$ cat src/rtl/fetch_seq_pkg.sv
package fetch_seq_pkg;
  typedef enum logic [2:0] {
    ST_IDLE = 3'd0,
    ST_RD   = 3'd1,
    ST_INC  = 3'd2,
    ST_WB   = 3'd3,
    ST_MASK = 3'd4,
    ST_PUSH = 3'd5,
    ST_VEC  = 3'd6
  } fseq_state_e;
endpackage

$ cat src/rtl/fseq_ctrl.sv
module fseq_ctrl
  import fetch_seq_pkg::*;
(
  input  logic clk_i,
  input  logic rst_ni,
  input  logic start_i,
  input  logic irq_i,
  input  logic int_en_i,
  output logic mem_rd_o,
  output logic ir_load_o,
  output logic inc_load_o,
  output logic pc_load_o,
  output logic vec_load_o,
  output logic pc_sel_o,
  output logic push_o,
  output logic ie_clr_o,
  output logic done_o
);
  fseq_state_e state_q, state_d;

  always_comb begin
    state_d = state_q;
    unique case (state_q)
      ST_IDLE: if (start_i) state_d = (irq_i && int_en_i) ? ST_MASK : ST_RD;
      ST_MASK: state_d = ST_PUSH;
      ST_PUSH: state_d = ST_VEC;
      ST_VEC:  state_d = ST_RD;
      ST_RD:   state_d = ST_INC;
      ST_INC:  state_d = ST_WB;
      ST_WB:   state_d = ST_IDLE;
      default: state_d = ST_IDLE;
    endcase
  end

  always_ff @(posedge clk_i or negedge rst_ni) begin
    if (!rst_ni) state_q <= ST_IDLE;
    else         state_q <= state_d;
  end

  assign mem_rd_o   = (state_q == ST_RD);
  assign ir_load_o  = (state_q == ST_RD);
  assign inc_load_o = (state_q == ST_INC);
  assign pc_sel_o   = (state_q == ST_RD) || (state_q == ST_INC);
  assign vec_load_o = (state_q == ST_VEC);
  assign pc_load_o  = (state_q == ST_VEC) || (state_q == ST_WB);
  assign push_o     = (state_q == ST_PUSH);
  assign ie_clr_o   = (state_q == ST_MASK);
  assign done_o     = (state_q == ST_WB);
endmodule

$ cat src/rtl/fseq_pc_path.sv
module fseq_pc_path #(
  parameter int unsigned          ADDR_W = 12,
  parameter logic [ADDR_W-1:0]    VECTOR = 12'h010
) (
  input  logic              clk_i,
  input  logic              rst_ni,
  input  logic              inc_load_i,
  input  logic              pc_load_i,
  input  logic              vec_load_i,
  input  logic              pc_sel_i,
  output logic [ADDR_W-1:0] addr_o,
  output logic [ADDR_W-1:0] pc_o
);
  logic [ADDR_W-1:0] pc_q, inc_q, pc_d;

  // incrementer sees the address bus, not the PC directly
  always_ff @(posedge clk_i or negedge rst_ni) begin
    if (!rst_ni)         inc_q <= '0;
    else if (inc_load_i) inc_q <= addr_o + 1'b1;
  end

  assign pc_d = vec_load_i ? VECTOR : inc_q;

  always_ff @(posedge clk_i or negedge rst_ni) begin
    if (!rst_ni)        pc_q <= '0;
    else if (pc_load_i) pc_q <= pc_d;
  end

  assign addr_o = pc_sel_i ? pc_q : '0;
  assign pc_o   = pc_q;
endmodule

$ cat src/rtl/fseq_regs.sv
module fseq_regs #(
  parameter int unsigned DATA_W = 12
) (
  input  logic              clk_i,
  input  logic              rst_ni,
  input  logic              ir_load_i,
  input  logic [DATA_W-1:0] mem_data_i,
  input  logic              ie_set_i,
  input  logic              ie_clr_i,
  output logic [DATA_W-1:0] ir_o,
  output logic              int_en_o
);
  always_ff @(posedge clk_i or negedge rst_ni) begin
    if (!rst_ni)        ir_o <= '0;
    else if (ir_load_i) ir_o <= mem_data_i;
  end

  // masking wins over a simultaneous re-enable
  always_ff @(posedge clk_i or negedge rst_ni) begin
    if (!rst_ni)       int_en_o <= 1'b0;
    else if (ie_clr_i) int_en_o <= 1'b0;
    else if (ie_set_i) int_en_o <= 1'b1;
  end
endmodule

$ cat src/rtl/irq_fetch_seq.sv
module irq_fetch_seq #(
  parameter int unsigned       ADDR_W = 12,
  parameter int unsigned       DATA_W = 12,
  parameter logic [ADDR_W-1:0] VECTOR = 12'h010
) (
  input  logic              clk_i,
  input  logic              rst_ni,
  input  logic              start_i,
  input  logic              irq_i,
  input  logic              irq_reenable_i,
  input  logic [DATA_W-1:0] mem_data_i,
  output logic [ADDR_W-1:0] addr_o,
  output logic              mem_rd_o,
  output logic              ir_load_o,
  output logic              inc_load_o,
  output logic              pc_load_o,
  output logic              pc_sel_o,
  output logic              push_o,
  output logic [ADDR_W-1:0] push_data_o,
  output logic [DATA_W-1:0] ir_o,
  output logic [ADDR_W-1:0] pc_o,
  output logic              int_en_o,
  output logic              done_o
);
  logic vec_load, ie_clr;

  fseq_ctrl u_ctrl (
    .clk_i      (clk_i),
    .rst_ni     (rst_ni),
    .start_i    (start_i),
    .irq_i      (irq_i),
    .int_en_i   (int_en_o),
    .mem_rd_o   (mem_rd_o),
    .ir_load_o  (ir_load_o),
    .inc_load_o (inc_load_o),
    .pc_load_o  (pc_load_o),
    .vec_load_o (vec_load),
    .pc_sel_o   (pc_sel_o),
    .push_o     (push_o),
    .ie_clr_o   (ie_clr),
    .done_o     (done_o)
  );

  fseq_pc_path #(.ADDR_W(ADDR_W), .VECTOR(VECTOR)) u_pc (
    .clk_i      (clk_i),
    .rst_ni     (rst_ni),
    .inc_load_i (inc_load_o),
    .pc_load_i  (pc_load_o),
    .vec_load_i (vec_load),
    .pc_sel_i   (pc_sel_o),
    .addr_o     (addr_o),
    .pc_o       (pc_o)
  );

  fseq_regs #(.DATA_W(DATA_W)) u_regs (
    .clk_i      (clk_i),
    .rst_ni     (rst_ni),
    .ir_load_i  (ir_load_o),
    .mem_data_i (mem_data_i),
    .ie_set_i   (irq_reenable_i),
    .ie_clr_i   (ie_clr),
    .ir_o       (ir_o),
    .int_en_o   (int_en_o)
  );

  assign push_data_o = pc_o;
endmodule

$ cat config.mk
export PLATFORM = sky130hd
export DESIGN_NAME = irq_fetch_seq
export DESIGN_NICKNAME = d
export VERILOG_FILES = /design/src/rtl/fetch_seq_pkg.sv /design/src/rtl/fseq_ctrl.sv /design/src/rtl/fseq_pc_path.sv /design/src/rtl/fseq_regs.sv /design/src/rtl/irq_fetch_seq.sv
export SDC_FILE = /design/constraint.sdc
export NUM_CORES = 1
export LEC_CHECK = 0
export BUFFER_PORTS_ARGS = -buffer_cell sky130_fd_sc_hd__buf_4
export CAP_MARGIN = 20
export CORE_MARGIN = 2
export CORE_UTILIZATION = 50
export CTS_CLUSTER_DIAMETER = 50
export DETAILED_ROUTE_END_ITERATION = 12
export PLACE_DENSITY_LB_ADDON = 0.1
export SYNTH_ARGS = -nofsm -noshare
export SYNTH_HDL_FRONTEND = slang
export SYNTH_SLANG_ARGS = --single-unit
$ cat constraint.sdc
create_clock -name clk_i -period 3.55 [get_ports clk_i]
set_input_delay 0.1775 -clock clk_i [delete_from_list [all_inputs] [get_ports clk_i]]
set_output_delay 0.1775 -clock clk_i [all_outputs]
set_load 0.02 [all_outputs]
==> results.md <==
- Outcome: complete, no violations
- Starting density of the core: 53.1%
- DP Wirelength: 2940 um
- Critical path type: register to register
- Post-synthesis async set-or-reset flop share: 100%
- HP Class: input port to register
- Netlist Area Pre-Place: roughly 2000 um2
- WP data arrival: 2.85 ns
- CTS tree: done
- Post-synthesis register bit count: 40
- Critical Path Source Type: register
- Dpl ws: approximately 0.89 ns
- Pwr dens: 1150 nW/um2
- Worst Path Required: 3.73 ns
- Initial DRC count: 76
- Final nets: 250
- Worst-path clk slew: 0.07 ns
- Clk Tree Root Cell: clkbuf_8
- Fin crit period: 2.67 ns
- Max Slew Vio Count: 0
- Worst-Skew Late Latency: 0.28 ns
- I/O pins: 73
- Synth Instances: 175
- Sequential Area: 1000 um2
- Yosys Warn Count: 0
- Cts bufs inserted: 5
- Ranking of synthesized cells by area: dfrtp_1 51%, mux2_2 7.4%, buf_4 5.7%, a22o_1 4.9%, xnor2_1 4.9%
- Chip Width: about 67 um
- CTS Sinks: 40
- Drt first pass iters: 4
- Worst slew margin: 35.0%
- Setup Skew: ~0.0044 ns
- Routability cong.: between 0.8 and 0.9
- Setup violators final: 0
- Share of layout cells above drive strength 1: 44.2%
- Worst-path fanout max: 13
- First-pass GRT wire length: 6940 um
- Top cells by count, synth: 40 x dfrtp_1, 15 x buf_4, 14 x nor2_1, 13 x mux2_2
- Crit share post-route: 75.3%
- Library cells used by synthesis: 34
- Worst setup margin: 0.876 ns
- Crit-path most repeated cell: xnor2_1
- Slowest stage cell, crit path: dfrtp_1
- CP delay by family, top: simple AND/OR/NAND/NOR gates
- Slowest stage delay, CP: slightly above 0.5 ns
- Post-synth EDFFs: 0
- Worst path bufs/invs: 1
- Register area share after synthesis: 50.7%
- Final-report hold violation count: 0
- Largest net degree at the start of global routing: 41
- Multi-input logic area: roughly 800 um2
- VDD IR-drop max: 0.578 mV
- Max Cap Violations: 0
- Pwr Total: 2.92 mW
- Grt ovf: 0
- WL/cell: roughly 15 um
- Cell taking the most area after synthesis: dfrtp_1
- Worst-path cell chain: xnor2_1 -> buf_4 -> nor2_1 -> and2_1 -> ha_1 -> nand4_1 -> nor4_1 -> xnor2_1 -> a21oi_2
- Unrepaired setup endpoints after global routing: false
- Worst-margin pin slew: 0.971 ns
- Post-Route WL: between 4000 and 5000 um
- CP endpoint kind: register
- Syn_nets: slightly below 200
- Ys flop type: dfrtp_1
- # fillers: 299
- Yosys top cell area share: 50.7%
- Initial antenna violation count: 0
- Core Rows: 22
- Clk buf depth: 2
- Layout Utilization: 68.4%
- GRT Overall Usage: 21.0%
- Vias: between 1000 and 1500
- Port bufs: 72
- Die Y: 66.8 um
- Worst reg-to-reg setup slack: 0.88 ns
- Fmax: 374 MHz
- N_diodes: 0
- Hold slack: 0.116 ns
- Setup TNS: 0 ns
- Die area: 4470 um2
- Antenna Nets Post-Route: 0
- Cell with the most instances after synthesis: dfrtp_1
- Leakage: 1.20 nW
- Gates resized, CTS repair: 0
- Area Growth Syn to Fin: 28.7%
- Syn avg cell area: 11.3 um2
- Max H-tree Level: 2
- DRC viols: 0
- Vias per Instance: between 5 and 6
- Vias in the first global route: between 1000 and 1500
- Core area: 3720 um2
-- what timing repair did --
| item | CTS | global route |
|---|---|---|
| setup buffers | 0 | 0 |
| endpoints found under the hold margin | 40 | 0 |
| hold buffers | 1 | 0 |
-- stage by stage --
stage / instances / cell area (um2)
floorplan: 175 / 1970
global placement: 272 / 2420
detailed placement: 272 / 2420
CTS: 281 / 2540
global route: 281 / 2540
finish: 281 / 2540
-- registers in the layout, summed over array words and instances, names as in the netlist --
| register | flops |
|---|---|
| u_regs.int_en_o | 1 |
| u_pc.pc_o | 12 |
| u_pc.inc_q | 12 |
| u_regs.ir_o | 12 |
| u_ctrl.state_q | 3 |
-- worst reg2reg max path: stages (launching register included) --
cell	delay, ns
dfrtp_1	0.51
xnor2_1	0.18
buf_4	0.19
nor2_1	0.50
and2_1	0.25
ha_1	0.21
nand4_1	0.16
nor4_1	0.33
xnor2_1	0.18
a21oi_2	0.07
-- layout make-up --
cell class,count,share of cell area (%)
tap,48,2.36
inverter,3,0.443
clock inverter,2,1.38
sequential,40,39.4
clock buffer,6,2.86
multi-input combinational,107,31.3
timing repair buffer,75,22.3
-- cell families after synthesis --
logic type / count (synthesis) / synth area share (%)
buffers and inverters: 28 / 9.25
flip-flops: 40 / 50.7
AND/OR/NAND/NOR: 53 / 16.4
AO/OA/AOI/OAI: 27 / 9.76
XOR/XNOR: 12 / 5.32
adder cells (fa/ha/maj): 1 / 0.634
multiplexers: 14 / 7.92
-- final timing paths --
path	cells past startpoint	from	endpoint
min reg2reg	1	u_pc.inc_q[5]$_DFFE_PN0P_	u_pc.pc_o[5]$_DFFE_PN0P_
min	2	irq_reenable_i	u_regs.int_en_o$_DFFE_PN0P_
min in group asynchronous	2	rst_ni	u_regs.ir_o[3]$_DFFE_PN0P_
max reg2reg	9	u_ctrl.state_q[0]$_DFFE_PN0P_	u_pc.inc_q[10]$_DFFE_PN0P_
max in group asynchronous	2	rst_ni	u_pc.pc_o[2]$_DFFE_PN0P_
max	9	u_ctrl.state_q[0]$_DFFE_PN0P_	u_pc.inc_q[10]$_DFFE_PN0P_
-- per-layer routing --
| layer | GRT usage (%) | wire length (um) | vias up |
|---|---|---|---|
| li1 | - | - | 708 |
| met1 | 26.5 | 1700 | 707 |
| met2 | 33.6 | 2100 | 57 |
| met3 | 5.74 | 301 | 7 |
| met4 | 9.44 | 62 | 0 |
| met5 | 0 | 0 | - |
-- power by group --
part | switching [mW] | internal [mW] | total, mW
clock network | 0.144 | 0.208 | 0.353
registers | 0.260 | 0.682 | 0.942
logic | 0.880 | 0.745 | 1.62
-- cell usage in the layout (no fill, tap or decap), types with 3 or more instances in the layout --
cell,Yosys,final
a21oi_1,11,11
a22o_1,11,11
and2_1,11,11
buf_4,15,74
clkbuf_8,0,5
dfrtp_1,40,40
inv_1,3,3
mux2_2,13,13
nand2_1,6,6
nand3_1,3,3
nand4_1,3,3
nor2_1,14,14
nor3_1,3,3
xnor2_1,11,11
Power figures use the tool's default switching activity.
